<file path="config.mk">
export PLATFORM = sky130hd
export DESIGN_NAME = xbar_slave_arb
export DESIGN_NICKNAME = d
export VERILOG_FILES = /design/src/rtl/xbar_arb_pkg.sv /design/src/rtl/xbar_arb_effprio.sv /design/src/rtl/xbar_arb_pick.sv /design/src/rtl/xbar_arb_mux.sv /design/src/rtl/xbar_slave_arb.sv
export SDC_FILE = /design/constraint.sdc
export NUM_CORES = 1
export LEC_CHECK = 0
export CORE_AREA = 2 2 190 192
export DETAILED_ROUTE_END_ITERATION = 7
export DIE_AREA = 0 0 192 194
export PLACE_DENSITY_LB_ADDON = 0.2
export SLEW_MARGIN = 20
export SYNTH_ARGS = -nofsm -noshare
export SYNTH_HDL_FRONTEND = slang
export SYNTH_SLANG_ARGS = --single-unit
</file>
<file path="constraint.sdc">
create_clock -name clk -period 1.86 [get_ports clk]
set_input_delay 0.279 -clock clk [delete_from_list [all_inputs] [get_ports clk]]
set_output_delay 0.279 -clock clk [all_outputs]
set_load 0.02 [all_outputs]
</file>
<file path="src/rtl/xbar_arb_pkg.sv">
package xbar_arb_pkg;
    typedef enum logic {
        ST_IDLE = 1'b0,
        ST_BUSY = 1'b1
    } arb_state_e;
endpackage

</file>
<file path="src/rtl/xbar_arb_effprio.sv">
module xbar_arb_effprio #(
    parameter int NUM_M         = 6,
    parameter int PRIO_W        = 3,
    parameter int BOOST_IOP_IDX = 1,
    parameter int BOOST_DMA_IDX = 2
) (
    input  logic [NUM_M*PRIO_W-1:0] prio_in,
    input  logic [1:0]              boost,
    output logic [NUM_M*PRIO_W-1:0] prio_eff
);
    localparam logic [PRIO_W-1:0] PRIO_MAX = {PRIO_W{1'b1}};

    for (genvar i = 0; i < NUM_M; i++) begin : g_eff
        if (i == BOOST_IOP_IDX) begin : g_iop
            assign prio_eff[i*PRIO_W +: PRIO_W] =
                boost[0] ? PRIO_MAX : prio_in[i*PRIO_W +: PRIO_W];
        end else if (i == BOOST_DMA_IDX) begin : g_dma
            assign prio_eff[i*PRIO_W +: PRIO_W] =
                boost[1] ? PRIO_MAX : prio_in[i*PRIO_W +: PRIO_W];
        end else begin : g_plain
            assign prio_eff[i*PRIO_W +: PRIO_W] = prio_in[i*PRIO_W +: PRIO_W];
        end
    end
endmodule

</file>
<file path="src/rtl/xbar_arb_pick.sv">
module xbar_arb_pick #(
    parameter int NUM_M  = 6,
    parameter int PRIO_W = 3
) (
    input  logic [NUM_M-1:0]        req,
    input  logic [NUM_M*PRIO_W-1:0] prio_eff,
    input  logic [NUM_M-1:0]        owner,
    output logic [NUM_M-1:0]        win,
    output logic                    any_req
);
    logic [PRIO_W-1:0] best;
    logic              found;
    logic              owner_ok;

    always_comb begin
        best = '0;
        for (int i = 0; i < NUM_M; i++) begin
            if (req[i] && prio_eff[i*PRIO_W +: PRIO_W] > best) begin
                best = prio_eff[i*PRIO_W +: PRIO_W];
            end
        end
    end

    always_comb begin
        owner_ok = 1'b0;
        for (int i = 0; i < NUM_M; i++) begin
            if (owner[i] && req[i] && prio_eff[i*PRIO_W +: PRIO_W] == best) begin
                owner_ok = 1'b1;
            end
        end
    end

    always_comb begin
        win   = '0;
        found = 1'b0;
        if (owner_ok) begin
            win = owner;
        end else begin
            for (int i = 0; i < NUM_M; i++) begin
                if (!found && req[i] && prio_eff[i*PRIO_W +: PRIO_W] == best) begin
                    win[i] = 1'b1;
                    found  = 1'b1;
                end
            end
        end
    end

    assign any_req = |req;
endmodule

</file>
<file path="src/rtl/xbar_arb_mux.sv">
module xbar_arb_mux #(
    parameter int NUM_M  = 6,
    parameter int ADDR_W = 32,
    parameter int DATA_W = 32
) (
    input  logic [NUM_M-1:0]        sel,
    input  logic [NUM_M*ADDR_W-1:0] addr_in,
    input  logic [NUM_M*DATA_W-1:0] data_in,
    output logic [ADDR_W-1:0]       addr_out,
    output logic [DATA_W-1:0]       data_out
);
    always_comb begin
        addr_out = '0;
        data_out = '0;
        for (int i = 0; i < NUM_M; i++) begin
            if (sel[i]) begin
                addr_out = addr_out | addr_in[i*ADDR_W +: ADDR_W];
                data_out = data_out | data_in[i*DATA_W +: DATA_W];
            end
        end
    end
endmodule

</file>
<file path="src/rtl/xbar_slave_arb.sv">
module xbar_slave_arb
    import xbar_arb_pkg::*;
#(
    parameter int NUM_M         = 6,
    parameter int PRIO_W        = 3,
    parameter int ADDR_W        = 32,
    parameter int DATA_W        = 32,
    parameter int BOOST_IOP_IDX = 1,
    parameter int BOOST_DMA_IDX = 2
) (
    input  logic                    clk,
    input  logic                    rst_n,
    input  logic [NUM_M-1:0]        m_req,
    input  logic [NUM_M*PRIO_W-1:0] m_prio,
    input  logic [1:0]              m_boost,
    input  logic [NUM_M*ADDR_W-1:0] m_addr,
    input  logic [NUM_M*DATA_W-1:0] m_wdata,
    input  logic                    s_done,
    output logic [NUM_M-1:0]        grant,
    output logic                    s_active,
    output logic [ADDR_W-1:0]       s_addr,
    output logic [DATA_W-1:0]       s_wdata
);
    localparam logic [NUM_M-1:0] GRANT_RST = NUM_M'(1);

    arb_state_e               state_q, state_d;
    logic [NUM_M-1:0]         grant_q, grant_d;
    logic [NUM_M*PRIO_W-1:0]  prio_eff;
    logic [NUM_M-1:0]         owner_mask;
    logic [NUM_M-1:0]         win;
    logic                     any_req;

    xbar_arb_effprio #(
        .NUM_M(NUM_M), .PRIO_W(PRIO_W),
        .BOOST_IOP_IDX(BOOST_IOP_IDX), .BOOST_DMA_IDX(BOOST_DMA_IDX)
    ) u_eff (
        .prio_in (m_prio),
        .boost   (m_boost),
        .prio_eff(prio_eff)
    );

    // Incumbent preference only applies at a boundary of an active transfer.
    assign owner_mask = (state_q == ST_BUSY) ? grant_q : '0;

    xbar_arb_pick #(.NUM_M(NUM_M), .PRIO_W(PRIO_W)) u_pick (
        .req     (m_req),
        .prio_eff(prio_eff),
        .owner   (owner_mask),
        .win     (win),
        .any_req (any_req)
    );

    xbar_arb_mux #(.NUM_M(NUM_M), .ADDR_W(ADDR_W), .DATA_W(DATA_W)) u_mux (
        .sel     (grant_q),
        .addr_in (m_addr),
        .data_in (m_wdata),
        .addr_out(s_addr),
        .data_out(s_wdata)
    );

    // Next-state logic
    always_comb begin
        state_d = state_q;
        grant_d = grant_q;
        unique case (state_q)
            ST_IDLE: begin
                if (any_req) begin            // Start
                    state_d = ST_BUSY;
                    grant_d = win;
                end                           // else Park
            end
            ST_BUSY: begin
                if (s_done) begin
                    if (any_req) begin        // Continue
                        grant_d = win;
                    end else begin            // Release
                        state_d = ST_IDLE;
                    end
                end                           // else Wait
            end
            default: begin
                state_d = ST_IDLE;
            end
        endcase
    end

    // State register
    always_ff @(posedge clk or negedge rst_n) begin
        if (!rst_n) begin
            state_q <= ST_IDLE;
            grant_q <= GRANT_RST;
        end else begin
            state_q <= state_d;
            grant_q <= grant_d;
        end
    end

    // Outputs
    always_comb begin
        grant    = grant_q;
        s_active = (state_q == ST_BUSY);
    end

    assert_grant_onehot_R2: assert property (@(posedge clk) disable iff (!rst_n)
        $countones(grant) == 1);

    assert_start_R3: assert property (@(posedge clk) disable iff (!rst_n)
        (!s_active && |m_req) |=> s_active);

    assert_win_requested_R3: assert property (@(posedge clk) disable iff (!rst_n)
        (|m_req) |-> (|(win & m_req)));

    assert_no_midbeat_R5: assert property (@(posedge clk) disable iff (!rst_n)
        (s_active && !s_done) |=> (s_active && $stable(grant)));

    assert_release_R8: assert property (@(posedge clk) disable iff (!rst_n)
        (s_active && s_done && !(|m_req)) |=> (!s_active && $stable(grant)));

    assert_park_R8: assert property (@(posedge clk) disable iff (!rst_n)
        (!s_active && !(|m_req)) |=> (!s_active && $stable(grant)));
endmodule

</file>
* Word-level counts from Yosys, hierarchy flattened
Cells that the tools add are included.
Word-level totals: bits in registers 7
Cells by class: magnitude comparators 6, reduce and logical (&&, ||, !) cells 35, equal/unequal tests 7, muxes and demuxes 49, bitwise gates (word level) 11
Operators with widths (count):
- $mux 32 | 12
- $or 32x32->32 | 10
- $logic_and 1x1->1 | 29
- $mux 3 | 8
- $mux 6 | 4
- $mux 1 | 23
- $eq 3x3->1 | 6
- $gt 3x3->1 | 5
- $pmux 6 s2 | 1
- $reduce_or 6->1 | 1
- $logic_not 1->1 | 5
- $gt 3x1->1 const B | 1
- $ne 2x2->1 const B | 1
- $pmux 1 s2 | 1
- $not 1->1 | 1

* Logic depth before layout (Yosys ltp)
word-level depth 55, gate-level depth with buffers 40, gate-level depth less buffers 38

* Cells and area by module
Synthesis repeated with hierarchy kept, for this count alone.
Unflattened totals: cells, all modules 539, area total of the unflattened synthesis 4245.3 um^2
By module, submodules not included:
- xbar_arb_mux | instances 1, cells an instance 298, area an instance 2217.1 um^2
- xbar_arb_pick | instances 1, cells an instance 201, area an instance 1561.5 um^2
- xbar_slave_arb | instances 1, cells an instance 22, area an instance 339.1 um^2
- xbar_arb_effprio | instances 1, cells an instance 18, area an instance 127.6 um^2

* Least setup slack after synthesis
No wires, ideal clock.
path type input-to-reg, from input m_boost[0], to register grant_q[2] (netlist: grant[2]), setup time 0.125 ns, data required time 1.735 ns, stages on the path 38, setup slack -6.108 ns, data arrival time 7.843 ns, path buffers 1, cells stage by stage nor2_1 > inv_1 > ha_1 > or2_2 > o2111ai_4 > nand2_1 > o21ai_0 > ha_1 > or2_2 > o221a_2 > nor2_1 > nor2_1 > a21oi_1 > ha_1 > o21bai_1 > nand2_1 > or4_4 > a211oi_2 > [2 not listed] > inv_1 > ha_1 > and3b_1 > o211ai_1 > clkbuf_8 > nor2_1 > a31oi_1 > ha_1 > a31oi_1 > nand2_2 > mux2_2 > nand3_1 > nand3_1 > xnor2_1 > o2111ai_1 > o311ai_2 > o41ai_4 > mux2_4
On the way: cells in the longest elaborated chain, start to end 33, elaborated cells between the ends (all ways) 50
RTL lines:
- start, declared | line xbar_slave_arb.sv:15 | input logic [1:0] m_boost,
- $mux 3 (*) | line xbar_arb_effprio.sv:16 | boost[0] ? PRIO_MAX : prio_in[i*PRIO_W +: PRIO_W];
- $gt 3x3->1 | line xbar_arb_pick.sv:18 | if (req[i] && prio_eff[i*PRIO_W +: PRIO_W] > best) begin
- $logic_and 1x1->1 | line xbar_arb_pick.sv:18
- $mux 3 | line xbar_arb_pick.sv:18
- $gt 3x3->1 | line xbar_arb_pick.sv:18
- $logic_and 1x1->1 | line xbar_arb_pick.sv:18
- $mux 3 | line xbar_arb_pick.sv:18
- $gt 3x3->1 | line xbar_arb_pick.sv:18
- [16 not listed]
- $mux 1 | line xbar_arb_pick.sv:36 | if (owner_ok) begin
- $logic_not 1->1 | line xbar_arb_pick.sv:40 | if (!found && req[i] && prio_eff[i*PRIO_W +: PRIO_W] == best) begin
- $logic_and 1x1->1 (2 in series) | line xbar_arb_pick.sv:40
- $mux 1 | line xbar_arb_pick.sv:40
- $mux 6 (*) | line xbar_arb_pick.sv:36
- $mux 6 (*) | line xbar_slave_arb.sv:67, xbar_slave_arb.sv:74
- $mux 6 | line xbar_slave_arb.sv:73 | if (s_done) begin
- $pmux 6 s2 (*) | line xbar_slave_arb.sv:65 | unique case (state_q)
- end signal, assigned | line xbar_slave_arb.sv:94 | grant_q <= grant_d;
- end, declared | line xbar_slave_arb.sv:27 | logic [NUM_M-1:0] grant_q, grant_d;
Every way passes the cells marked *; elsewhere a longest branch is shown, timed or not. The select of a mux whose other input is x is not followed. A chain may end at the register's enable or synchronous reset.

* Worst setup path after layout
from input m_prio[4], to register grant_q[1] (netlist: grant[1])
On the way: cells in the longest elaborated chain, start to end 28, elaborated cells between the ends (all ways) 45
RTL lines:
- start, declared | line xbar_slave_arb.sv:14 | input logic [NUM_M*PRIO_W-1:0] m_prio,
- $mux 3 (*) | line xbar_arb_effprio.sv:16
- $gt 3x3->1 | line xbar_arb_pick.sv:18
- $logic_and 1x1->1 | line xbar_arb_pick.sv:18
- $mux 3 | line xbar_arb_pick.sv:18
- $gt 3x3->1 | line xbar_arb_pick.sv:18
- $logic_and 1x1->1 | line xbar_arb_pick.sv:18
- $mux 3 | line xbar_arb_pick.sv:18
- $gt 3x3->1 | line xbar_arb_pick.sv:18
- [11 not listed]
- $mux 1, on equally long branches | line xbar_arb_pick.sv:27, xbar_arb_pick.sv:36
- $mux 1 / $logic_not 1->1 (equally long branches) | line xbar_arb_pick.sv:27, xbar_arb_pick.sv:40
- $mux 1 / $logic_and 1x1->1 (equally long branches) (2 in series) | line xbar_arb_pick.sv:27, xbar_arb_pick.sv:40
- $mux 1, on equally long branches | line xbar_arb_pick.sv:27, xbar_arb_pick.sv:40
- $mux 6 (*) | line xbar_arb_pick.sv:36
- $mux 6 (*) | line xbar_slave_arb.sv:67, xbar_slave_arb.sv:74
- $mux 6 | line xbar_slave_arb.sv:73
- $pmux 6 s2 (*) | line xbar_slave_arb.sv:65
Marked as above.

==> impl_metrics.prom <==
# TYPE chip_impl_metric gauge
chip_impl_info{name="status",value="finished with violations"} 1
chip_impl_info{name="failed_checks",value="setup timing"} 1
chip_impl_metric{name="cp.required",unit="ns"} 2.01
chip_impl_metric{name="h_tree_depth",unit=""} 1
chip_impl_metric{name="clkSlewWorstSetupHoldPaths",unit="ns"} 0.04
chip_impl_metric{name="drt_wl_total",unit="mm"} 41.5
chip_impl_metric{name="portbufs",unit=""} 483
chip_impl_metric{name="syn_area",unit="mm^2"} 0.00374
chip_impl_metric{name="grt-ovfl-total",unit=""} 0
chip_impl_metric{name="average_wire_per_cell_in_the_routed_design",unit="um"} 24.9
chip_impl_metric{name="drv.max_cap_violation_count",unit=""} 0
chip_impl_metric{name="avgViaCountPerCell",unit=""} 4.50
chip_impl_metric{name="synth.lib_cells_used.distinct",unit=""} 75
chip_impl_metric{name="drt_iter0_drc",unit=""} 334
chip_impl_metric{name="async_reset_ff_frac",unit=""} 1.00
chip_impl_metric{name="power_per_cell_area",unit="mW/mm^2"} 976
chip_impl_metric{name="starting_density",unit=""} 0.106
chip_impl_metric{name="totalNegativeSetupSlack",unit="ns"} -32.01
chip_impl_metric{name="max-slew-margin-rel",unit=""} 0.695
chip_impl_metric{name="timing_worst_slew_pin_value",unit="ns"} 0.453
chip_impl_info{name="largest_area_contributor_in_the_synthesized_netlist",value="sky130_fd_sc_hd__a22oi_1"} 1
chip_impl_metric{name="gr-usage-all-layers",unit=""} 0.209
chip_impl_metric{name="areaGrowthSynthToFinish",unit="%"} 242
chip_impl_metric{name="gp_congestion",unit=""} 0.926
chip_impl_metric{name="deepest_clock_path_buffer_count",unit=""} 2
chip_impl_info{name="tritoncts_clock_tree",value="yes"} 1
chip_impl_info{name="critical_path.endpoint_type",value="register"} 1
chip_impl_metric{name="die_area",unit="mm^2"} 0.0372
chip_impl_metric{name="vias",unit=""} 7500
chip_impl_metric{name="worstPathMaxFanout",unit=""} 4
chip_impl_metric{name="rows",unit=""} 69
chip_impl_metric{name="number_of_antenna_violations_at_the_first_check_in_global_routing",unit=""} 5
chip_impl_metric{name="core_area",unit="mm^2"} 0.0352
chip_impl_metric{name="tritoncts_num_sinks",unit=""} 7
chip_impl_metric{name="share_of_cells_above_drive_strength_1",unit=""} 0.460
chip_impl_info{name="layout.cells.most_common",value="sky130_fd_sc_hd__clkdlybuf4s50_1"} 1
chip_impl_info{name="start_kind",value="primary input"} 1
chip_impl_metric{name="dieHeight",unit="um"} 194
chip_impl_metric{name="period_needed",unit="ns"} 6.98
chip_impl_metric{name="power.ir.vdd_worst",unit="mV"} 0.558
chip_impl_metric{name="number_of_buffers_created_by_cts",unit=""} 3
chip_impl_metric{name="drc_errors",unit=""} 0
chip_impl_metric{name="timing_max_transition_violations_final",unit=""} 0
chip_impl_metric{name="chipWidth",unit="um"} 192
chip_impl_info{name="worstHoldPathType",value="primary input to async pin"} 1
chip_impl_metric{name="slowest_stage_delay_cp",unit="ns"} 0.50
chip_impl_metric{name="total_leakage_power",unit="uW"} 0.00509
chip_impl_metric{name="synth_area_per_cell",unit="um^2"} 7.06
chip_impl_metric{name="maxClockFrequency",unit="MHz"} 143
chip_impl_info{name="cts_root_buffer",value="sky130_fd_sc_hd__clkbuf_16"} 1
chip_impl_info{name="rsz_0062_raised_after_global_routing",value="true"} 1
chip_impl_metric{name="place.detailed.hpwl",unit="mm"} 33.9
chip_impl_metric{name="finalCritPeriodShare",unit=""} 3.75
chip_impl_metric{name="clk_latency",unit="ns"} 0.24
chip_impl_metric{name="number_of_enable_type_register_cells_in_the_synthesized_netlist",unit=""} 0
chip_impl_metric{name="yosys_warnings",unit=""} 0
chip_impl_metric{name="finalNetCount",unit=""} 1628
chip_impl_metric{name="syn-instance-count",unit=""} 529
chip_impl_metric{name="drt.antenna.violating_nets",unit=""} 0
chip_impl_metric{name="pin_count_of_the_biggest_net_entering_global_routing",unit=""} 31
chip_impl_info{name="synth_ff_type",value="sky130_fd_sc_hd__dfrtp_1"} 1
chip_impl_info{name="synth_top_cells_by_area",value="sky130_fd_sc_hd__a22oi_1 (39%), sky130_fd_sc_hd__nand3_1 (9.8%), sky130_fd_sc_hd__dfrtp_1 (4.0%), sky130_fd_sc_hd__ha_1 (3.7%), sky130_fd_sc_hd__clkbuf_1 (2.9%)"} 1
chip_impl_metric{name="pin_count",unit=""} 484
chip_impl_metric{name="synth.top_cell.area_share",unit=""} 0.388
chip_impl_info{name="critical_path_class",value="primary input to register"} 1
chip_impl_metric{name="syn_nets",unit=""} 953
chip_impl_metric{name="drt_pass1_iterations",unit=""} 4
chip_impl_info{name="mostFrequentLayoutCells",value="sky130_fd_sc_hd__clkdlybuf4s50_1 (406), sky130_fd_sc_hd__buf_4 (169), sky130_fd_sc_hd__a22oi_2 (110)"} 1
chip_impl_metric{name="cp.arrival",unit="ns"} 7.13
chip_impl_info{name="critical-path-slowest-cell",value="sky130_fd_sc_hd__o41ai_4"} 1
chip_impl_metric{name="synth.yosys.seq_area_share",unit=""} 0.0472
chip_impl_metric{name="setup_viol",unit=""} 40
chip_impl_metric{name="final_critical_path_setup_slack",unit="ns"} -5.12
chip_impl_metric{name="post-route-util",unit=""} 0.363
chip_impl_metric{name="final_hold_viol_count",unit=""} 0
chip_impl_metric{name="first_global_vias",unit=""} 7758
chip_impl_metric{name="wire_length_of_the_first_global_routing_pass",unit="mm"} 55.9
chip_impl_metric{name="final.setup_skew",unit="ns"} 0.00192
chip_impl_metric{name="ys_ff_latch",unit=""} 7
chip_impl_metric{name="cts.hold.buffers_added",unit=""} 0
==> metrics by stage <==
stage	cell area (um^2)	power, uW	hold slack, ns	setup slack (ns)	std cells
floorplan	3860	3740	-0.0166	-5.28	529
global placement	10700	9990	0.582	-5.79	1587
detailed placement	10700	9930	0.587	-5.95	1587
CTS	12100	11700	0.336	-5.36	1647
global route	12800	13100	0.348	-5.45	1665
finish	12800	12500	0.316	-5.12	1667
==> power breakdown <==
group	total, uW	switching, uW	internal (uW)
sequential	239	41.7	197
clock	374	88.5	286
combinational	11900	5750	6110
total	12500	5880	6590
==> cell families (layout without fill, tap and decap cells) <==
kind of cell,count (synthesis),after routing,share of synthesized area
buffers and inverters,66,740,0.0743
other,0,3,0
AOI/OAI and AO/OA,269,269,0.568
and+or+nand+nor,150,150,0.206
muxes,10,10,0.0301
xor gates and xnor gates,15,15,0.0352
DFF,7,7,0.0472
adders and majority gates,12,12,0.0395
==> routing by layer <==
layer | vias to the layer above | global-route usage | wire length [um] | part of all wire
li1 | 3530 | - | - | -
met4 | 8 | 0.0441 | 705 | 0.017
met2 | 278 | 0.357 | 20200 | 0.49
met3 | 39 | 0.0532 | 3310 | 0.080
met5 | - | 0 | 57 | 0.0014
met1 | 3645 | 0.262 | 17300 | 0.42
==> worst paths after layout <==
check / endpoint / slack, ns / startpoint / cells after the start
worst max register to register: grant[1] / -0.13 / grant[5] / 7
worst min-delay path: s_active / 0.32 / rst_n / 1
max in group asynchronous: grant[0] / 1.25 / rst_n / 1
worst min register to register: grant[0] / 0.63 / grant[0] / 2
min in group clk: s_active / 0.51 / m_req[0] / 4
worst max-delay path: grant[1] / -5.12 / m_prio[4] / 42
==> registers in the layout (all words and copies together), names as in the netlist <==
register and flops:
grant 6, s_active 1
==> critical path, delay by kind of cell <==
| family | cells | cell delay, ns |
|---|---|---|
| adder cells (fa/ha/maj) | 5 | 1.21 |
| XOR/XNOR | 1 | 0.19 |
| AO/OA/AOI/OAI | 12 | 2.04 |
| AND/OR/NAND/NOR | 15 | 2.12 |
| multiplexers | 2 | 0.53 |
| buffers and inverters | 7 | 0.70 |
==> layout make-up <==
type                    count  area (um^2)
fillers                  3617        22400
repair buffers            716         7370
multi-input cells         456         4490
well taps                 461          577
flip-flops and latches      7          185
clock buffers               4         78.8
inverters                  20         75.1
diodes                      3         7.51
==> cell usage after synthesis, types with 3 or more instances <==
| cell type | count |
|---|---|
| sky130_fd_sc_hd__a21o_1 | 3 |
| sky130_fd_sc_hd__a21oi_1 | 10 |
| sky130_fd_sc_hd__a22oi_1 | 193 |
| sky130_fd_sc_hd__a31oi_1 | 4 |
| sky130_fd_sc_hd__buf_1 | 14 |
| sky130_fd_sc_hd__clkbuf_1 | 29 |
| sky130_fd_sc_hd__clkbuf_8 | 3 |
| sky130_fd_sc_hd__dfrtp_1 | 6 |
| sky130_fd_sc_hd__ha_1 | 11 |
| sky130_fd_sc_hd__inv_1 | 20 |
| sky130_fd_sc_hd__mux2i_1 | 6 |
| sky130_fd_sc_hd__nand2_1 | 27 |
| sky130_fd_sc_hd__nand3_1 | 73 |
| sky130_fd_sc_hd__nor2_1 | 19 |
| sky130_fd_sc_hd__nor3_1 | 4 |
| sky130_fd_sc_hd__nor4_1 | 3 |
| sky130_fd_sc_hd__o211a_1 | 3 |
| sky130_fd_sc_hd__o21ai_0 | 13 |
| sky130_fd_sc_hd__o221a_2 | 3 |
| sky130_fd_sc_hd__or2_2 | 4 |
| sky130_fd_sc_hd__xnor2_1 | 10 |
| sky130_fd_sc_hd__xor2_1 | 5 |
==> what timing repair did <==
| item | 4_1_cts | 5_1_grt |
|---|---|---|
| resized for setup | 366 | 133 |
| setup endpoints to repair | 74 | 62 |
| gates cloned | 8 | 0 |
| setup buffers | 51 | 28 |
| pin swaps | 103 | 88 |
| hold endpoints to repair | 0 | 0 |
No activity file was read; power rests on OpenSTA's default activity.
